File: src/rtl/wincall_pkg.sv
// Shared types of the windowed call controller.
// Assumes nothing beyond a two-bit operation code.
package wincall_pkg;
    typedef enum logic [1:0] {
        OP_NONE = 2'd0,
        OP_CALL = 2'd1,
        OP_ENT  = 2'd2,
        OP_RET  = 2'd3
    } wc_op_e;
endpackage

File: src/rtl/wincall_decode.sv
// Request decoder: turns the three request lines into one operation code.
// Flags a conflict when more than one request is raised, or when a call
// has a zero increment. A flagged cycle decodes to no operation.
module wincall_decode
    import wincall_pkg::*;
(
    input  logic       clk,
    input  logic       rst_n,
    input  logic       call_req,
    input  logic [1:0] call_inc,
    input  logic       ent_req,
    input  logic       ret_req,
    output wc_op_e     op,
    output logic       bad
);
    logic [1:0] n_req;

    // Count the raised requests and decide validity.
    always_comb begin
        n_req = 2'(call_req) + 2'(ent_req) + 2'(ret_req);
        bad   = (n_req > 2'd1) || (call_req && call_inc == 2'd0);
        if (bad)           op = OP_NONE;
        else if (call_req) op = OP_CALL;
        else if (ent_req)  op = OP_ENT;
        else if (ret_req)  op = OP_RET;
        else               op = OP_NONE;
    end

    // a decoded operation comes from exactly one request line
    p_single_op_r7: assert property (@(posedge clk) disable iff (!rst_n)
        (op != OP_NONE) |-> ($countones({call_req, ent_req, ret_req}) == 1));
endmodule

File: src/rtl/wincall_window.sv
// Window state: base pointer, live mask and recorded call increment.
// Assumes NGRP is a power of two, so base arithmetic wraps by truncation.
// Also gives the target group of a call or entry for the write port.
module wincall_window
    import wincall_pkg::*;
#(
    parameter int NGRP = 16,
    localparam int BW  = $clog2(NGRP)
) (
    input  logic            clk,
    input  logic            rst_n,
    input  wc_op_e          op,
    input  logic [1:0]      call_inc,
    input  logic [1:0]      ret_inc,
    output logic [BW-1:0]   win_base,
    output logic [NGRP-1:0] win_start,
    output logic [1:0]      stat_inc,
    output logic [BW-1:0]   tgt_base
);
    // Target group: base plus the call increment, or plus the recorded one.
    always_comb begin
        if (op == OP_CALL) tgt_base = win_base + BW'(call_inc);
        else               tgt_base = win_base + BW'(stat_inc);
    end

    // Advance, retreat or hold the window state.
    always_ff @(posedge clk) begin
        if (!rst_n) begin
            win_base  <= '0;
            win_start <= NGRP'(1);
            stat_inc  <= 2'd0;
        end else begin
            case (op)
                OP_CALL: stat_inc <= call_inc;
                OP_ENT: begin
                    win_base            <= tgt_base;
                    win_start[tgt_base] <= 1'b1;
                end
                OP_RET: begin
                    win_base            <= win_base - BW'(ret_inc);
                    win_start[win_base] <= 1'b0;
                end
                default: ;
            endcase
        end
    end

    // entry moves the base forward by the recorded increment
    p_entry_base_r3: assert property (@(posedge clk) disable iff (!rst_n)
        (op == OP_ENT) |=> (win_base == BW'($past(win_base) + BW'($past(stat_inc)))));
    // the new frame is live after entry
    p_entry_live_r3: assert property (@(posedge clk) disable iff (!rst_n)
        (op == OP_ENT) |=> win_start[win_base]);
    // the frame being left is no longer live after return
    p_ret_clear_r5: assert property (@(posedge clk) disable iff (!rst_n)
        (op == OP_RET) |=> !win_start[$past(win_base)]);
    // a call leaves base and mask alone
    p_call_hold_r2: assert property (@(posedge clk) disable iff (!rst_n)
        (op == OP_CALL) |=> ($stable(win_base) && $stable(win_start)));
    // no operation holds all window state
    p_idle_hold_r9: assert property (@(posedge clk) disable iff (!rst_n)
        (op == OP_NONE) |=> ($stable(win_base) && $stable(win_start) && $stable(stat_inc)));
endmodule

File: src/rtl/wincall_wport.sv
// Write-port and return-target former. It registers the register-file
// write for a call (return address into the callee's register 0) or an
// entry (new stack pointer into the new register 1), and the target of
// a return. It also registers the error flag.
module wincall_wport
    import wincall_pkg::*;
#(
    parameter int NGRP  = 16,
    parameter int XLEN  = 32,
    parameter int FSZ_W = 12,
    localparam int BW   = $clog2(NGRP),
    localparam int RW   = BW + 2
) (
    input  logic             clk,
    input  logic             rst_n,
    input  wc_op_e           op,
    input  logic             bad,
    input  logic [BW-1:0]    tgt_base,
    input  logic [1:0]       call_inc,
    input  logic [XLEN-1:0]  pc_in,
    input  logic [XLEN-1:0]  sp_in,
    input  logic [FSZ_W-1:0] frame_sz,
    input  logic [XLEN-1:0]  ra_in,
    output logic             rf_we,
    output logic [RW-1:0]    rf_waddr,
    output logic [XLEN-1:0]  rf_wdata,
    output logic             ret_valid,
    output logic [XLEN-1:0]  ret_target,
    output logic             err_o
);
    // Register the write, return target and error for the decoded operation.
    always_ff @(posedge clk) begin
        if (!rst_n) begin
            rf_we      <= 1'b0;
            rf_waddr   <= '0;
            rf_wdata   <= '0;
            ret_valid  <= 1'b0;
            ret_target <= '0;
            err_o      <= 1'b0;
        end else begin
            rf_we     <= (op == OP_CALL) || (op == OP_ENT);
            ret_valid <= (op == OP_RET);
            err_o     <= bad;
            case (op)
                OP_CALL: begin
                    rf_waddr <= {tgt_base, 2'd0};
                    rf_wdata <= {call_inc, pc_in[XLEN-3:0]};
                end
                OP_ENT: begin
                    rf_waddr <= {tgt_base, 2'd1};
                    rf_wdata <= sp_in - XLEN'(frame_sz);
                end
                OP_RET: ret_target <= {pc_in[XLEN-1:XLEN-2], ra_in[XLEN-3:0]};
                default: ;
            endcase
        end
    end

    // a call writes the increment into the return address top bits
    p_call_tag_r2: assert property (@(posedge clk) disable iff (!rst_n)
        (op == OP_CALL) |=> (rf_we && rf_wdata[XLEN-1:XLEN-2] == $past(call_inc)));
    // entry writes logical register 1 of the new frame
    p_entry_reg1_r4: assert property (@(posedge clk) disable iff (!rst_n)
        (op == OP_ENT) |=> (rf_we && rf_waddr[1:0] == 2'd1));
    // a return never writes the register file
    p_ret_nowrite_r6: assert property (@(posedge clk) disable iff (!rst_n)
        ret_valid |-> !rf_we);
endmodule

File: src/rtl/wincall_ctrl.sv
// Top of the windowed call/entry/return controller. It joins the request
// decoder, the window state and the write-port former. All outputs are
// registered and follow a request by one clock. Assumes NGRP is a power
// of two and at least 4.
module wincall_ctrl
    import wincall_pkg::*;
#(
    parameter int NGRP  = 16,
    parameter int XLEN  = 32,
    parameter int FSZ_W = 12,
    localparam int BW   = $clog2(NGRP),
    localparam int RW   = BW + 2
) (
    input  logic             clk,
    input  logic             rst_n,
    input  logic             call_req,
    input  logic [1:0]       call_inc,
    input  logic             ent_req,
    input  logic             ret_req,
    input  logic [XLEN-1:0]  pc_in,
    input  logic [XLEN-1:0]  sp_in,
    input  logic [FSZ_W-1:0] frame_sz,
    input  logic [XLEN-1:0]  ra_in,
    output logic [BW-1:0]    win_base,
    output logic [NGRP-1:0]  win_start,
    output logic [1:0]       stat_inc,
    output logic             rf_we,
    output logic [RW-1:0]    rf_waddr,
    output logic [XLEN-1:0]  rf_wdata,
    output logic             ret_valid,
    output logic [XLEN-1:0]  ret_target,
    output logic             err_o
);
    wc_op_e        op;
    logic          bad;
    logic [BW-1:0] tgt_base;
    logic [1:0]    ret_inc;

    // Return increment lives in the top two bits of the return address.
    always_comb ret_inc = ra_in[XLEN-1:XLEN-2];

    wincall_decode u_decode (
        .clk      (clk),
        .rst_n    (rst_n),
        .call_req (call_req),
        .call_inc (call_inc),
        .ent_req  (ent_req),
        .ret_req  (ret_req),
        .op       (op),
        .bad      (bad)
    );

    wincall_window #(.NGRP(NGRP)) u_window (
        .clk       (clk),
        .rst_n     (rst_n),
        .op        (op),
        .call_inc  (call_inc),
        .ret_inc   (ret_inc),
        .win_base  (win_base),
        .win_start (win_start),
        .stat_inc  (stat_inc),
        .tgt_base  (tgt_base)
    );

    wincall_wport #(.NGRP(NGRP), .XLEN(XLEN), .FSZ_W(FSZ_W)) u_wport (
        .clk        (clk),
        .rst_n      (rst_n),
        .op         (op),
        .bad        (bad),
        .tgt_base   (tgt_base),
        .call_inc   (call_inc),
        .pc_in      (pc_in),
        .sp_in      (sp_in),
        .frame_sz   (frame_sz),
        .ra_in      (ra_in),
        .rf_we      (rf_we),
        .rf_waddr   (rf_waddr),
        .rf_wdata   (rf_wdata),
        .ret_valid  (ret_valid),
        .ret_target (ret_target),
        .err_o      (err_o)
    );

    // a flagged cycle produces neither a write nor a return
    p_err_quiet_r7: assert property (@(posedge clk) disable iff (!rst_n)
        err_o |-> (!rf_we && !ret_valid));
    // a rejected request leaves the window state unchanged
    p_err_hold_r7: assert property (@(posedge clk) disable iff (!rst_n)
        bad |=> ($stable(win_base) && $stable(win_start) && $stable(stat_inc)));
endmodule

File: config.mk
export PLATFORM = sky130hd
export DESIGN_NAME = wincall_ctrl
export DESIGN_NICKNAME = d
export VERILOG_FILES = /design/src/rtl/wincall_pkg.sv /design/src/rtl/wincall_decode.sv /design/src/rtl/wincall_window.sv /design/src/rtl/wincall_wport.sv /design/src/rtl/wincall_ctrl.sv
export SDC_FILE = /design/constraint.sdc
export NUM_CORES = 1
export LEC_CHECK = 0
export CAP_MARGIN = 5
export CORE_MARGIN = 5
export CORE_UTILIZATION = 43
export CTS_CLUSTER_SIZE = 30
export DETAILED_ROUTE_END_ITERATION = 12
export PLACE_DENSITY = 0.85
export SLEW_MARGIN = 15
export SYNTH_ARGS = -nofsm -noshare
export SYNTH_HDL_FRONTEND = slang
export SYNTH_SLANG_ARGS = --single-unit
File: constraint.sdc
create_clock -name clk -period 3.86 [get_ports clk]
set_input_delay 0.579 -clock clk [delete_from_list [all_inputs] [get_ports clk]]
set_output_delay 0.579 -clock clk [all_outputs]
set_load 0.02 [all_outputs]
# Word-level counts from Yosys, hierarchy flattened
# Cells that the tools add are included.
dict set report word_totals {
  register_bits 95
  inputBits 115
  output_inout_bits 95
  word_cells 47
}
dict set report op_classes {
  add_sub_neg 6
  n_lt_le_gt_ge 5
  n_eq_ne 3
  muxes 13
  n_bitwise 3
  n_reduce_logical 8
}
# cell count
set op_table {}
lappend op_table {{32-bit one-hot mux with 2 select lines} 1}
lappend op_table {{16-bit one-hot mux with 2 select lines} 1}
lappend op_table {{32-bit by 12-bit subtractor with 32-bit output} 1}
lappend op_table {{16-bit AND} 1}
lappend op_table {{16-bit NOT} 1}
lappend op_table {{16-bit bitwise OR} 1}
lappend op_table {{6-bit one-hot mux with 2 select lines} 1}
lappend op_table {{4-bit by 5-bit less-than comparator with 1-bit output, second input constant} 2}
lappend op_table {{4-bit by 2-bit adder with 4-bit output} 2}
lappend op_table {{1-bit demux with 4-bit select} 2}
lappend op_table {{4-bit by 1-bit >= comparator with 1-bit output, second input constant} 2}
lappend op_table {{2-bit 2-to-1 mux} 4}
lappend op_table {{4-bit one-hot mux with 2 select lines} 1}
lappend op_table {{2-bit == test, second input constant} 2}
lappend op_table {{4-bit 2-to-1 mux} 1}
lappend op_table {{2-bit nonzero test} 2}
lappend op_table {{4-bit by 2-bit subtractor with 4-bit output} 1}
lappend op_table {{1-bit logical AND} 3}
lappend op_table {{1-bit by 1-bit adder with 2-bit output} 1}
lappend op_table {{2-bit by 1-bit adder with 2-bit output} 1}
lappend op_table {{2-bit by 1-bit == test with 1-bit output, second input constant} 1}
lappend op_table {{2-bit by 1-bit greater-than comparator with 1-bit output, second input constant} 1}
lappend op_table {{2-bit logical NOT} 1}
lappend op_table {{1-bit logical OR} 2}
lappend op_table {{1-bit 2-to-1 mux} 2}

# Longest topological paths before layout
# Gate-level depths: netlist of the first run.
dict set report depth {
  ltp_word 13
  mapped_depth 15
  mapped_depth_nobuf 15
}

# By module
# From an unflattened synthesis of the first run, not the netlist that was laid out.
dict set report unflattened {
  hier_cells 612
  area_unflattened_um2 5368.9
}
# module instances cells_each area_each_um2 seq_area_each_um2
set by_module_without_submodules {}
lappend by_module_without_submodules {wincall_wport 1 454 3993.8 1441.4}
lappend by_module_without_submodules {wincall_window 1 150 1308.8 440.4}
lappend by_module_without_submodules {wincall_decode 1 8 66.3 0.0}

# Worst setup path before layout of the first run
# OpenSTA, ideal clock, no wires.
dict set report synth_timing {
  path_kind {input-to-reg}
  startpoint {input port call_req}
  endpoint {register u_window.win_start[1]}
  setup_ns 0.115
  t_arrival_ns 3.396
  t_required_ns 3.745
  slack_ns 0.349
  stages 13
  path_buffers 0
  cell_sequence {ha_1 -> a221o_1 -> or2_2 -> inv_1 -> ha_1 -> mux2_2 -> ha_1 -> fa_1 -> xnor2_1 -> and2_1 -> a21oi_1 -> o21ai_0 -> and2_1}
}
dict set report synth_via {
  elab_chain_cells 13
  word_cells_on_any_way 19
  classes_between {2 x add/sub; 3 x order compare; 3 x eq/ne; 6 x mux; 1 x bitwise; 4 x reduce/logical}
}
# element line_no
set synth_rtl {}
lappend synth_rtl {{start, declared} wincall_ctrl.sv:16} ;# input logic call_req,
lappend synth_rtl {{1-bit by 1-bit adder with 2-bit output} wincall_decode.sv:20} ;# n_req = 2'(call_req) + 2'(ent_req) + 2'(ret_req);
lappend synth_rtl {{2-bit by 1-bit adder with 2-bit output} wincall_decode.sv:20}
lappend synth_rtl {{2-bit by 1-bit greater-than comparator with 1-bit output} wincall_decode.sv:21} ;# bad = (n_req > 2'd1) || (call_req && call_inc == 2'd0);
lappend synth_rtl {{1-bit logical OR} wincall_decode.sv:21}
lappend synth_rtl {{2-bit 2-to-1 mux *} wincall_decode.sv:22} ;# if (bad) op = OP_NONE;
lappend synth_rtl {{2-bit by 1-bit == test with 1-bit output} wincall_window.sv:22} ;# if (op == OP_CALL) tgt_base = win_base + BW'(call_inc);
lappend synth_rtl {{4-bit 2-to-1 mux} wincall_window.sv:22}
lappend synth_rtl {{4-bit by 5-bit less-than comparator with 1-bit output (implied by the code) / 4-bit by 1-bit >= comparator with 1-bit output (equally long branches)} wincall_window.sv:37} ;# win_start[tgt_base] <= 1'b1;
lappend synth_rtl {{1-bit logical AND (implied by the code)} wincall_window.sv:37}
lappend synth_rtl {{1-bit 2-to-1 mux (implied by the code)} wincall_window.sv:37}
lappend synth_rtl {{1-bit demux with 4-bit select} --}
lappend synth_rtl {{16-bit bitwise OR (no source line)} --}
lappend synth_rtl {{16-bit one-hot mux with 2 select lines} wincall_window.sv:33} ;# case (op)
lappend synth_rtl {{end signal, assigned} wincall_window.sv:30} ;# win_start <= NGRP'(1);
lappend synth_rtl {{end signal, assigned by index} wincall_window.sv:37}
lappend synth_rtl {{end signal, assigned by index} wincall_window.sv:41} ;# win_start[win_base] <= 1'b0;
lappend synth_rtl {{end, declared} wincall_window.sv:16} ;# output logic [NGRP-1:0] win_start,
# Mark *: on every way between the ends. The rest lies on a longest branch, timed or not.
# A chain may end at the register's enable or synchronous reset.

# Worst setup path in the final report of the first run
dict set report layout_timing {
  startpoint {input port call_inc[1]}
  endpoint {register u_window.win_start[7]}
}
dict set report layout_via {
  elab_chain_cells 12
  word_cells_on_any_way 17
  classes_between {1 x add/sub; 2 x order compare; 3 x eq/ne; 5 x mux; 1 x bitwise; 5 x reduce/logical}
}
# element line_no
set layout_rtl {}
lappend layout_rtl {{start, declared} wincall_ctrl.sv:17} ;# input logic [1:0] call_inc,
lappend layout_rtl {{2-bit logical NOT} wincall_decode.sv:21}
lappend layout_rtl {{1-bit logical AND} wincall_decode.sv:21}
lappend layout_rtl {{1-bit logical OR} wincall_decode.sv:21}
lappend layout_rtl {{2-bit 2-to-1 mux} wincall_decode.sv:22}
lappend layout_rtl {{2-bit by 1-bit == test with 1-bit output} wincall_window.sv:22}
lappend layout_rtl {{4-bit 2-to-1 mux} wincall_window.sv:22}
lappend layout_rtl {{4-bit by 5-bit less-than comparator with 1-bit output (implied by the code) / 4-bit by 1-bit >= comparator with 1-bit output (equally long branches)} wincall_window.sv:37}
lappend layout_rtl {{1-bit logical AND (implied by the code)} wincall_window.sv:37}
lappend layout_rtl {{1-bit 2-to-1 mux (implied by the code)} wincall_window.sv:37}
lappend layout_rtl {{1-bit demux with 4-bit select} --}
lappend layout_rtl {{16-bit bitwise OR (no source line)} --}
lappend layout_rtl {{16-bit one-hot mux with 2 select lines} wincall_window.sv:33}
# Parallel ways exist; a longest one is shown, timed or not.

==> flow_metrics.env, run 1 <==
export IMPL_min_to="u_wport.rf_wdata[14]$_SDFFE_PN0P_"
export IMPL_avgSynthCellArea_um2=8.627
export IMPL_place_area_mm2=0.007366
export IMPL_vias=5105
export IMPL_p_int_mw=2.059
export IMPL_cts_buffer_depth=2
export IMPL_syn_to_final_growth_pct=54.97
export IMPL_yosysUniqueCellTypes=55
export IMPL_pwr_share_comb_pct=25.8
export IMPL_syn_inst=582
export IMPL_num_rows=39
export IMPL_finClkSkew_ps=3.520
export IMPL_routed_top_layer="met4"
export IMPL_postSynth_asyncResetShare_pct=0
export IMPL_insertion_delay_ps=340
export IMPL_dr_pass1_iters=4
export IMPL_die_x_um=118.1
export IMPL_crit_type="input port to flop"
export IMPL_slew_headroom_pct=44.42
export IMPL_mostFrequentLayoutCells="clkdlybuf4s50_1 (205), dfxtp_1 (94), o21ai_0 (46)"
export IMPL_synth_flop_cell="dfxtp_1"
export IMPL_final_util_pct=68.15
export IMPL_start_util_pct=43.97
export IMPL_synth_compound_area_share_pct=18.69
export IMPL_dieArea_mm2=0.01394
export IMPL_synth_xor_area_share_pct=5.407
export IMPL_setup_viol=0
export IMPL_switching_share_pct=27.48
export IMPL_synth_seq_cells=94
export IMPL_synth_area_top_cells="dfxtp_1 (37%), mux2i_1 (7.4%), nor2b_1 (5.1%)"
export IMPL_p_sw_mw=0.7802
export IMPL_required_ps=4150
export IMPL_p_per_area_mw_per_mm2=364.8
export IMPL_yosysTopAreaCell="dfxtp_1"
export IMPL_grt_start_max_net_pins=59
export IMPL_nNetsFinal=934
export IMPL_cts_clk_slew_worst_paths_ps=70
export IMPL_reg2reg_from="u_window.win_base[1]$_SDFFE_PN0P_"
export IMPL_pin_count=210
export IMPL_synthMuxAreaShare_pct=7.825
export IMPL_wl_met1_mm=6.972
export IMPL_htreeDepth=3
export IMPL_rr_worst_depth=8
export IMPL_finalCritPeriodShare_pct=94.20
export IMPL_place_inst=928
export IMPL_p_seq_share_pct=37.9
export IMPL_drc_errors=0
export IMPL_holdPathStages=1
export IMPL_cts_tree="yes"
export IMPL_slew_violations=0
export IMPL_cts_root_buffer="clkbuf_16"
export IMPL_worstSetupEndpointType="flop"
export IMPL_drive_gt1_share_pct=8.489
export IMPL_routed_wl_mm=16.42
export IMPL_synth_top_family_by_area="simple AND/OR/NAND/NOR gates"
export IMPL_grt_usage_pct=22.58
export IMPL_drv_cap=0
export IMPL_final_common_cell="clkdlybuf4s50_1"
export IMPL_power_leakage_nw=2.935
export IMPL_ant_nets=0
export IMPL_io_buffer_count=208
export IMPL_final_cells=944
export IMPL_ys_seq_area_share_pct=37.48
export IMPL_synthAdderAreaFrac_pct=6.180
export IMPL_final_hold_violation_count=0
export IMPL_status="finished clean"
export IMPL_post_drt_wl_per_cell_um=17.39
export IMPL_critPathArrivalTime_ps=3920
export IMPL_clock_sinks=94
export IMPL_clock_fmax_ghz=0.2750
export IMPL_vdd_ir_drop_max_mv=0.2382
export IMPL_rsz0062_at_grt="no"
export IMPL_r2r_end="u_window.win_start[7]$_SDFFE_PN0P_"
export IMPL_min_from="u_wport.rf_wdata[14]$_SDFFE_PN0P_"
export IMPL_synth_edf_count=0
export IMPL_synth_top_cell_area_share_pct=37.48
export IMPL_synth_nets=720
export IMPL_grt_overflow=0
export IMPL_yosysWarnings=0
export IMPL_core_mm2=0.01142
export IMPL_first_global_vias=5169
export IMPL_gp_congestion=0.9272
export IMPL_dp_final_hpwl_mm=12.87
export IMPL_regArea_mm2=0.001882
export IMPL_ff2ff_setup_slack_ps=1730
export IMPL_design_area_mm2=0.007781
export IMPL_synthSimpleGateAreaFrac_pct=19.61
export IMPL_ctsHoldBuffers=0
export IMPL_cts_setup_buffers=0
export IMPL_antenna_found_initial=0
export IMPL_cp_start_kind="input port"
export IMPL_drt_iter0_drc=274
export IMPL_grt_pass1_wl_mm=26.06
export IMPL_die_h_um=118.1
export IMPL_cts_buffers=9
export IMPL_worstMarginPinSlew_ps=833.7
export IMPL_antenna_cells=0
export IMPL_multi_input_area_mm2=0.002967
export IMPL_wl_met2_mm=7.888
export IMPL_final_min_clock_period_ps=3636
export IMPL_hold_path_class="flop to flop"
export IMPL_dr_wl_met3_mm=1.144
export IMPL_power_share_clock_pct=36.2
export IMPL_avgViaCountPerCell=5.408
export IMPL_num_fill_cells=886
export IMPL_critical_path_max_fanout=6
export IMPL_synth_area_mm2=0.005021
==> Yosys cell counts, types with 2 or more instances <==
| cell type | n |
|---|---|
| o31ai_1 | 3 |
| a211o_1 | 2 |
| nor2_1 | 27 |
| nand2b_1 | 7 |
| and3_1 | 2 |
| or2_2 | 4 |
| and2_1 | 14 |
| a32oi_1 | 2 |
| clkbuf_1 | 27 |
| or4_1 | 5 |
| o21ai_0 | 46 |
| inv_1 | 27 |
| or3_1 | 2 |
| nor4_1 | 6 |
| o211ai_1 | 5 |
| o21a_1 | 3 |
| a22oi_1 | 18 |
| o211a_1 | 6 |
| o31a_1 | 2 |
| ha_1 | 20 |
| buf_1 | 3 |
| xor2_1 | 7 |
| o21ai_1 | 5 |
| a21oi_1 | 30 |
| nor2b_1 | 41 |
| xnor2_1 | 24 |
| mux2i_1 | 37 |
| dfxtp_1 | 94 |
| nor3_1 | 15 |
| mux2_2 | 2 |
| a221o_1 | 2 |
| fa_1 | 3 |
| nand2_1 | 45 |
| nand3_1 | 14 |
| a31oi_1 | 2 |
| a21boi_0 | 7 |
| a21o_1 | 4 |
| o311ai_0 | 2 |
==> area by class of cell <==
class	count	share of cell area [%]
clock buffer	10	3.071
clock inverter	6	1.399
inverter	27	1.302
multi-input combinational	428	38.13
sequential	94	24.18
tap	143	2.299
timing repair buffer	236	29.62
==> per-layer routing <==
layer,global-route usage (%),vias to the layer above
met5,0,-
met2,38.89,245
met3,4.805,31
li1,-,2462
met1,27.28,2367
met4,8.961,0
==> how the worst max path moves through the flow <==
stage                startpoint                                   to  slack [ps]  cells after the start
finish              call_inc[1]   u_window.win_start[7]$_SDFFE_PN0P_         220                     16
global route        call_inc[1]   u_window.win_start[7]$_SDFFE_PN0P_         100                     16
CTS                    call_req  u_window.win_start[14]$_SDFFE_PN0P_         -10                     14
detailed placement     call_req  u_window.win_start[14]$_SDFFE_PN0P_        -340                     14
global placement       call_req   u_window.win_start[7]$_SDFFE_PN0P_        -200                     15
floorplan              call_req   u_window.win_start[1]$_SDFFE_PN0P_         350                     13
==> logic make-up after synthesis <==
group / Yosys count
buffers and inverters: 60
DFF: 94
AOI/OAI and AO/OA: 145
and+or+nand+nor: 189
other: 1
muxes: 39
xor gates and xnor gates: 31
adders and majority gates: 23
==> power groups by stage <==
| stage | Clock, mW | Sequential, mW | Combinational (mW) |
|---|---|---|---|
| final | 1.03 | 1.08 | 0.733 |
| after global routing | 1.08 | 1.08 | 0.788 |
| after CTS | 1.04 | 1.08 | 0.725 |
| after detailed placement | 0 | 1.10 | 0.720 |
| after global placement | 0 | 1.10 | 0.703 |
| after floorplan | 0 | 1.17 | 0.289 |
==> through the flow <==
stage / worst slack, ps / setup TNS, ps / power (mW) / hold slack, ps
floorplan: 349.4 / 0 / 1.456 / 557.0
global placement: -203.7 / -2716 / 1.799 / 443.1
detailed placement: -344.4 / -5194 / 1.818 / 449.1
CTS: -9.567 / -9.567 / 2.842 / 477.0
global route: 103.8 / 0 / 2.950 / 505.0
finish: 223.9 / 0 / 2.839 / 473.9
==> sequential cells by signal (all words and copies together) (netlist names) <==
name and cells:
u_wport.err_o 1, u_wport.rf_we 1, u_window.win_start 16, u_wport.ret_valid 1, u_window.win_base 4, u_wport.ret_target 32, u_wport.rf_waddr 5, u_window.stat_inc 2
u_wport.rf_wdata 32
==> repair_timing <==
item | in CTS | in global routing
resized for setup | 0 | 14
pin swaps | 0 | 4
endpoints found under the setup margin | 1 | 18
==> worst max-delay path, cell delays in order <==
cell	delay (ps)
clkdlybuf4s50_1	530
nor2_1	60
a221o_1	320
or2_2	340
inv_1	100
ha_2	210
mux2_2	350
ha_1	220
buf_4	150
a21oi_2	120
nor2b_1	90
xnor2_2	330
and2_4	210
a21oi_1	50
o21ai_0	140
and2_1	130
No activity file was read; power rests on OpenSTA's default activity.
==> inputs of run 2 (changes only) <==
--- a/config.mk
+++ b/config.mk
@@ -6,6 +6,7 @@
 export NUM_CORES = 1
 export LEC_CHECK = 0
 export CAP_MARGIN = 5
+export CORE_ASPECT_RATIO = 0.6
 export CORE_MARGIN = 5
 export CORE_UTILIZATION = 43
 export CTS_CLUSTER_SIZE = 30
==> run 2 against run 1 <==
Sequential cell count is the same; worst setup slack got worse by 87 ps; via count increased by 2.8%; clock-buffer cell count stayed put; sequential power is essentially flat; non-clock buffer count increased by 2; global-route usage is 1.2 points higher; utilization about the same; routed wire length is 5.1% higher; maximum frequency decreased by 2.3%; clock power is 5% lower; power is 1.7% lower.
==> flow_metrics.env, run 2 (same netlist as run 1, synthesis figures left out) <==
export IMPL_status="finished clean"
export IMPL_reg2reg_from="u_window.win_base[1]$_SDFFE_PN0P_"
export IMPL_p_per_area_mw_per_mm2=360.0
export IMPL_first_global_vias=5181
export IMPL_clock_fmax_ghz=0.2686
export IMPL_antenna_found_initial=0
export IMPL_clock_sinks=94
export IMPL_grt_start_max_net_pins=61
export IMPL_cts_buffers=9
export IMPL_die_h_um=93.70
export IMPL_cts_tree="yes"
export IMPL_htreeDepth=3
export IMPL_drv_cap=0
export IMPL_dr_pass1_iters=5
export IMPL_endpoint="u_window.win_start[12]$_SDFFE_PN0P_"
export IMPL_gp_congestion=0.9740
export IMPL_insertion_delay_ps=340
export IMPL_vias=5246
export IMPL_finClkSkew_ps=7.791
export IMPL_hold_path_class="flop to flop"
export IMPL_final_util_pct=68.17
export IMPL_final_min_clock_period_ps=3723
export IMPL_grt_pass1_wl_mm=26.63
export IMPL_switching_share_pct=28.93
export IMPL_num_rows=30
export IMPL_grt_overflow=0
export IMPL_core_mm2=0.01137
export IMPL_drt_iter0_drc=345
export IMPL_io_buffer_count=208
export IMPL_fin_tns_setup_ps=0
export IMPL_largestRegisters="u_wport.ret_target (32), u_wport.rf_wdata (32), u_window.win_start (16)"
export IMPL_p_int_mw=1.984
export IMPL_p_seq_share_pct=38.6
export IMPL_drc_errors=0
export IMPL_cts_buffer_depth=2
export IMPL_vdd_ir_drop_max_mv=0.2385
export IMPL_cp_start_kind="input port"
export IMPL_dp_final_hpwl_mm=13.37
export IMPL_grt_usage_pct=23.74
export IMPL_final_hold_violation_count=0
export IMPL_antenna_cells=0
export IMPL_p_sw_mw=0.8075
export IMPL_mostFrequentLayoutCells="clkdlybuf4s50_1 (207), dfxtp_1 (94), o21ai_0 (46)"
export IMPL_dieArea_mm2=0.01401
export IMPL_nNetsFinal=936
export IMPL_post_drt_wl_per_cell_um=17.91
export IMPL_cp_startpoint="ret_req"
export IMPL_fin_total_pwr_mw=2.792
export IMPL_dp_slack_ps=-385.7
export IMPL_final_common_cell="clkdlybuf4s50_1"
export IMPL_power_share_clock_pct=34.9
export IMPL_start_util_pct=44.15
export IMPL_pwr_share_comb_pct=26.5
export IMPL_cts_root_buffer="clkbuf_16"
export IMPL_finalCritPeriodShare_pct=96.45
export IMPL_ff2ff_setup_slack_ps=1730
export IMPL_num_fill_cells=916
export IMPL_ant_nets=0
export IMPL_slew_headroom_pct=43.63
export IMPL_drive_gt1_share_pct=8.219
export IMPL_r2r_end="u_window.win_start[12]$_SDFFE_PN0P_"
export IMPL_die_x_um=149.5
export IMPL_layout_setup_ws_ps=137.0
export IMPL_worstSetupEndpointType="flop"
export IMPL_cts_clk_slew_worst_paths_ps=70
export IMPL_ctsHoldBuffers=0
export IMPL_required_ps=4090
export IMPL_critical_path_max_fanout=6
export IMPL_pin_count=210
export IMPL_critPathArrivalTime_ps=3950
export IMPL_power_leakage_nw=2.904
export IMPL_slew_violations=0
export IMPL_routed_wl_mm=17.25
export IMPL_worstMarginPinSlew_ps=845.6
export IMPL_crit_type="input port to flop"
export IMPL_rr_worst_depth=8
export IMPL_syn_to_final_growth_pct=54.42
export IMPL_setup_viol=0
export IMPL_avgViaCountPerCell=5.448
## run 2: repair_timing
action / CTS / global route
pin swaps: 0 / 5
buffers inserted: 0 / 2
setup endpoints to repair: 2 / 17
resized for setup: 1 / 11
cloned: 0 / 0
hold endpoints to repair: 0 / 0
## run 2: worst max-delay path: stages
cell	delay, ps
clkdlybuf4s50_1	440
ha_1	330
a221o_1	320
or2_2	310
inv_2	90
ha_4	140
mux2_2	350
ha_2	200
buf_4	130
a21oi_1	120
nor2b_1	90
xnor2_2	350
nor3_2	110
buf_4	150
a32oi_1	180
nor2b_1	60
## run 2: area by class of cell
cell class                      instances  area (um^2)  share of cell area, %
Multi-Input combinational cell        428         2945                  37.99
Timing Repair Buffer                  238         2302                  29.69
Sequential cell                        94         1882                  24.27
Clock buffer                           10        229.0                  2.953
Tap cell                              160        200.2                  2.582
Inverter                               27        101.3                  1.307
Clock inverter                          6        93.84                  1.210
## run 2: routing by layer
layer  GRT usage, %  share of wire [%]  wire length, um  up-vias
li1               -                  -                -     2465
met1          30.99                 42             7314     2453
met2          36.88                 44             7535      298
met3          10.13                 13             2157       30
met4          4.722                1.4              245        0
met5              0                  0                0        -
## run 2: worst min-delay path by stage
stage / start / to / slack (ps) / depth (start not counted)
global route: u_wport.rf_wdata[14]$_SDFFE_PN0P_ / u_wport.rf_wdata[14]$_SDFFE_PN0P_ / 490 / 1
detailed placement: u_wport.rf_wdata[14]$_SDFFE_PN0P_ / u_wport.rf_wdata[14]$_SDFFE_PN0P_ / 470 / 1
finish: u_wport.rf_wdata[1]$_SDFFE_PN0P_ / u_wport.rf_wdata[1]$_SDFFE_PN0P_ / 480 / 1
floorplan: u_window.win_start[11]$_SDFFE_PN0P_ / u_window.win_start[11]$_SDFFE_PN0P_ / 560 / 2
CTS: u_wport.rf_wdata[14]$_SDFFE_PN0P_ / u_wport.rf_wdata[14]$_SDFFE_PN0P_ / 480 / 1
global placement: u_wport.rf_wdata[14]$_SDFFE_PN0P_ / u_wport.rf_wdata[14]$_SDFFE_PN0P_ / 450 / 1
## run 2: metrics by stage
step | hold WS (ps) | cells | area (um^2)
6_report | 483.0 | 963 | 7754
3_3_place_gp | 446.3 | 945 | 7375
2_1_floorplan | 557.0 | 582 | 5021
4_1_cts | 480.9 | 961 | 7702
5_1_grt | 494.0 | 963 | 7754
3_5_place_dp | 465.2 | 945 | 7375
## run 2: power by group through the flow
stage	Clock [mW]	Combinational (mW)	Sequential (mW)
after floorplan	0	0.289	1.17
after global placement	0	0.707	1.09
after detailed placement	0	0.725	1.10
after CTS	0.988	0.729	1.08
after global routing	1.04	0.795	1.08
final	0.975	0.739	1.08
==> inputs of run 3 (changes only) <==
--- a/config.mk
+++ b/config.mk
@@ -8,10 +8,10 @@
 export CAP_MARGIN = 5
 export CORE_ASPECT_RATIO = 0.6
 export CORE_MARGIN = 5
-export CORE_UTILIZATION = 43
+export CORE_UTILIZATION = 45
 export CTS_CLUSTER_SIZE = 30
 export DETAILED_ROUTE_END_ITERATION = 12
-export PLACE_DENSITY = 0.85
+export PLACE_DENSITY = 0.88
 export SLEW_MARGIN = 15
 export SYNTH_ARGS = -nofsm -noshare
 export SYNTH_HDL_FRONTEND = slang
==> constraint.sdc (replaced) <==
create_clock -name clk -period 4.6 [get_ports clk]
set_input_delay 0.69 -clock clk [delete_from_list [all_inputs] [get_ports clk]]
set_output_delay 0.69 -clock clk [all_outputs]
set_load 0.02 [all_outputs]
==> run 3 against run 2 <==
First-iteration DRC count rose by 0.29%; via count fell by 3.7%; clock skew fell by 0.56 ps; die area fell by 4.1%; sequential power fell by 16%; combinational power fell by 20%; utilization rose by 1.7 points; worst setup slack improved by 360 ps.
==> flow_metrics.env, run 3 (same netlist as run 1, synthesis figures left out) <==
export IMPL_status="finished clean"
export IMPL_nNetsFinal=912
export IMPL_htreeDepth=3
export IMPL_clock_fmax_ghz=0.2439
export IMPL_cts_buffer_depth=2
export IMPL_required_ps=4880
export IMPL_setup_viol=0
export IMPL_slew_violations=0
export IMPL_final_common_cell="clkdlybuf4s50_1"
export IMPL_final_cells=918
export IMPL_grt_start_max_net_pins=77
export IMPL_drc_errors=0
export IMPL_die_h_um=91.82
export IMPL_critPathArrivalTime_ps=4380
export IMPL_largestRegisters="u_wport.ret_target (32), u_wport.rf_wdata (32), u_window.win_start (16)"
export IMPL_grt_pass1_wl_mm=26.69
export IMPL_power_leakage_nw=2.773
export IMPL_num_rows=29
export IMPL_crit_type="input port to flop"
export IMPL_vdd_ir_drop_max_mv=0.2567
export IMPL_fin_tns_setup_ps=0
export IMPL_critical_path_max_fanout=7
export IMPL_avgViaCountPerCell=5.503
export IMPL_gp_congestion=0.9548
export IMPL_drv_cap=0
export IMPL_antenna_cells=0
export IMPL_slew_headroom_pct=43.92
export IMPL_grt_overflow=0
export IMPL_worstMarginPinSlew_ps=841.3
export IMPL_cts_resized_gates=0
export IMPL_dieArea_mm2=0.01344
export IMPL_finalCritPeriodShare_pct=89.11
export IMPL_holdPathStages=1
export IMPL_first_global_vias=4941
export IMPL_rr_worst_depth=8
export IMPL_io_buffer_count=208
export IMPL_cp_start_kind="input port"
export IMPL_final_hold_violation_count=0
export IMPL_insertion_delay_ps=340
export IMPL_drive_gt1_share_pct=4.365
export IMPL_start_util_pct=46.75
export IMPL_ctsHoldBuffers=0
export IMPL_pin_count=210
export IMPL_cts_clk_slew_worst_paths_ps=70
export IMPL_rsz0062_at_grt="no"
export IMPL_hold_path_class="flop to flop"
export IMPL_syn_to_final_growth_pct=49.46
export IMPL_dr_pass1_iters=5
export IMPL_antenna_found_initial=0
export IMPL_ant_nets=0
export IMPL_vias=5052
export IMPL_finClkSkew_ps=7.229
export IMPL_grt_usage_pct=24.52
export IMPL_final_min_clock_period_ps=4099
export IMPL_post_drt_wl_per_cell_um=18.42
export IMPL_drt_iter0_drc=346
export IMPL_cts_setup_buffers=0
export IMPL_hold_slack_ps=456.8
export IMPL_mostFrequentLayoutCells="clkdlybuf4s50_1 (207), dfxtp_1 (94), o21ai_0 (46)"
export IMPL_p_per_area_mw_per_mm2=307.0
export IMPL_clock_sinks=94
export IMPL_die_x_um=146.4
export IMPL_cts_buffers=9
export IMPL_cts_root_buffer="clkbuf_16"
export IMPL_cts_tree="yes"
export IMPL_place_inst=902
export IMPL_dp_final_hpwl_mm=13.13
export IMPL_routed_wl_mm=16.91
export IMPL_worstSetupEndpointType="flop"
export IMPL_core_mm2=0.01074
-- run 3: cell count changes in the layout (fill, tap and decap cells not counted), moves of 2 or more --
cell        previous run  this run
nor3_1                13        15
a21boi_0               5         7
clkinvlp_4             0         2
nor3_2                 2         0
ha_1                  17        19
buf_4                 30         6
a21boi_1               2         0
-- run 3: metal layers --
metal	track usage (%)	vias to the layer above	part of all wire (%)
met4	3.599	0	0.79
met5	0	-	0
met3	9.015	12	11
met2	38.25	254	44
met1	33.38	2363	44
li1	-	2423	-
-- run 3: worst paths after layout --
kind                                                   startpoint                            endpoint  slack, ps
worst max-delay path                                     call_req  u_window.win_start[1]$_SDFFE_PN0P_        500
worst min-delay path            u_wport.rf_wdata[14]$_SDFFE_PN0P_   u_wport.rf_wdata[14]$_SDFFE_PN0P_        460
worst min register to register  u_wport.rf_wdata[14]$_SDFFE_PN0P_   u_wport.rf_wdata[14]$_SDFFE_PN0P_        460
worst max register to register  u_window.win_base[1]$_SDFFE_PN0P_  u_window.win_start[1]$_SDFFE_PN0P_       2290
-- run 3: report_power, final --
part / switching, mW / internal [mW] / total [mW]
combinational: 0.296 / 0.295 / 0.591
sequential: 0.0367 / 0.868 / 0.904
clock: 0.328 / 0.481 / 0.808
total: 0.661 / 1.64 / 2.30
-- run 3: critical path, stage by stage --
cell and delay (ps):
clkdlybuf4s50_1 460, ha_1 330, a221o_1 330, or2_2 310
inv_1 80, ha_1 180, mux2_2 380, ha_1 290
a21oi_1 150, nor2b_1 70, xnor2_1 410, and2_1 290
a21oi_1 90, o21ai_0 170, and2_1 150
-- run 3: cell type report --
type | instances | area [um^2]
clock inverters | 6 | 92.59
multi-input cells | 428 | 2904
flip-flops and latches | 94 | 1882
clock buffers | 10 | 229.0
inverters | 27 | 101.3
fillers | 812 | 3236
repair buffers | 214 | 2122
well taps | 139 | 173.9
-- run 3: per-stage QoR --
step	cell area (um^2)	setup WS, ps	utilization (%)	power, mW
after floorplan	5021	978.4	-	1.222
after global placement	7183	294.0	66.88	1.493
after detailed placement	7183	201.2	66.88	1.506
after CTS	7505	550.1	69.87	2.312
after global routing	7505	234.7	69.87	2.402
final	7505	500.7	69.87	2.304
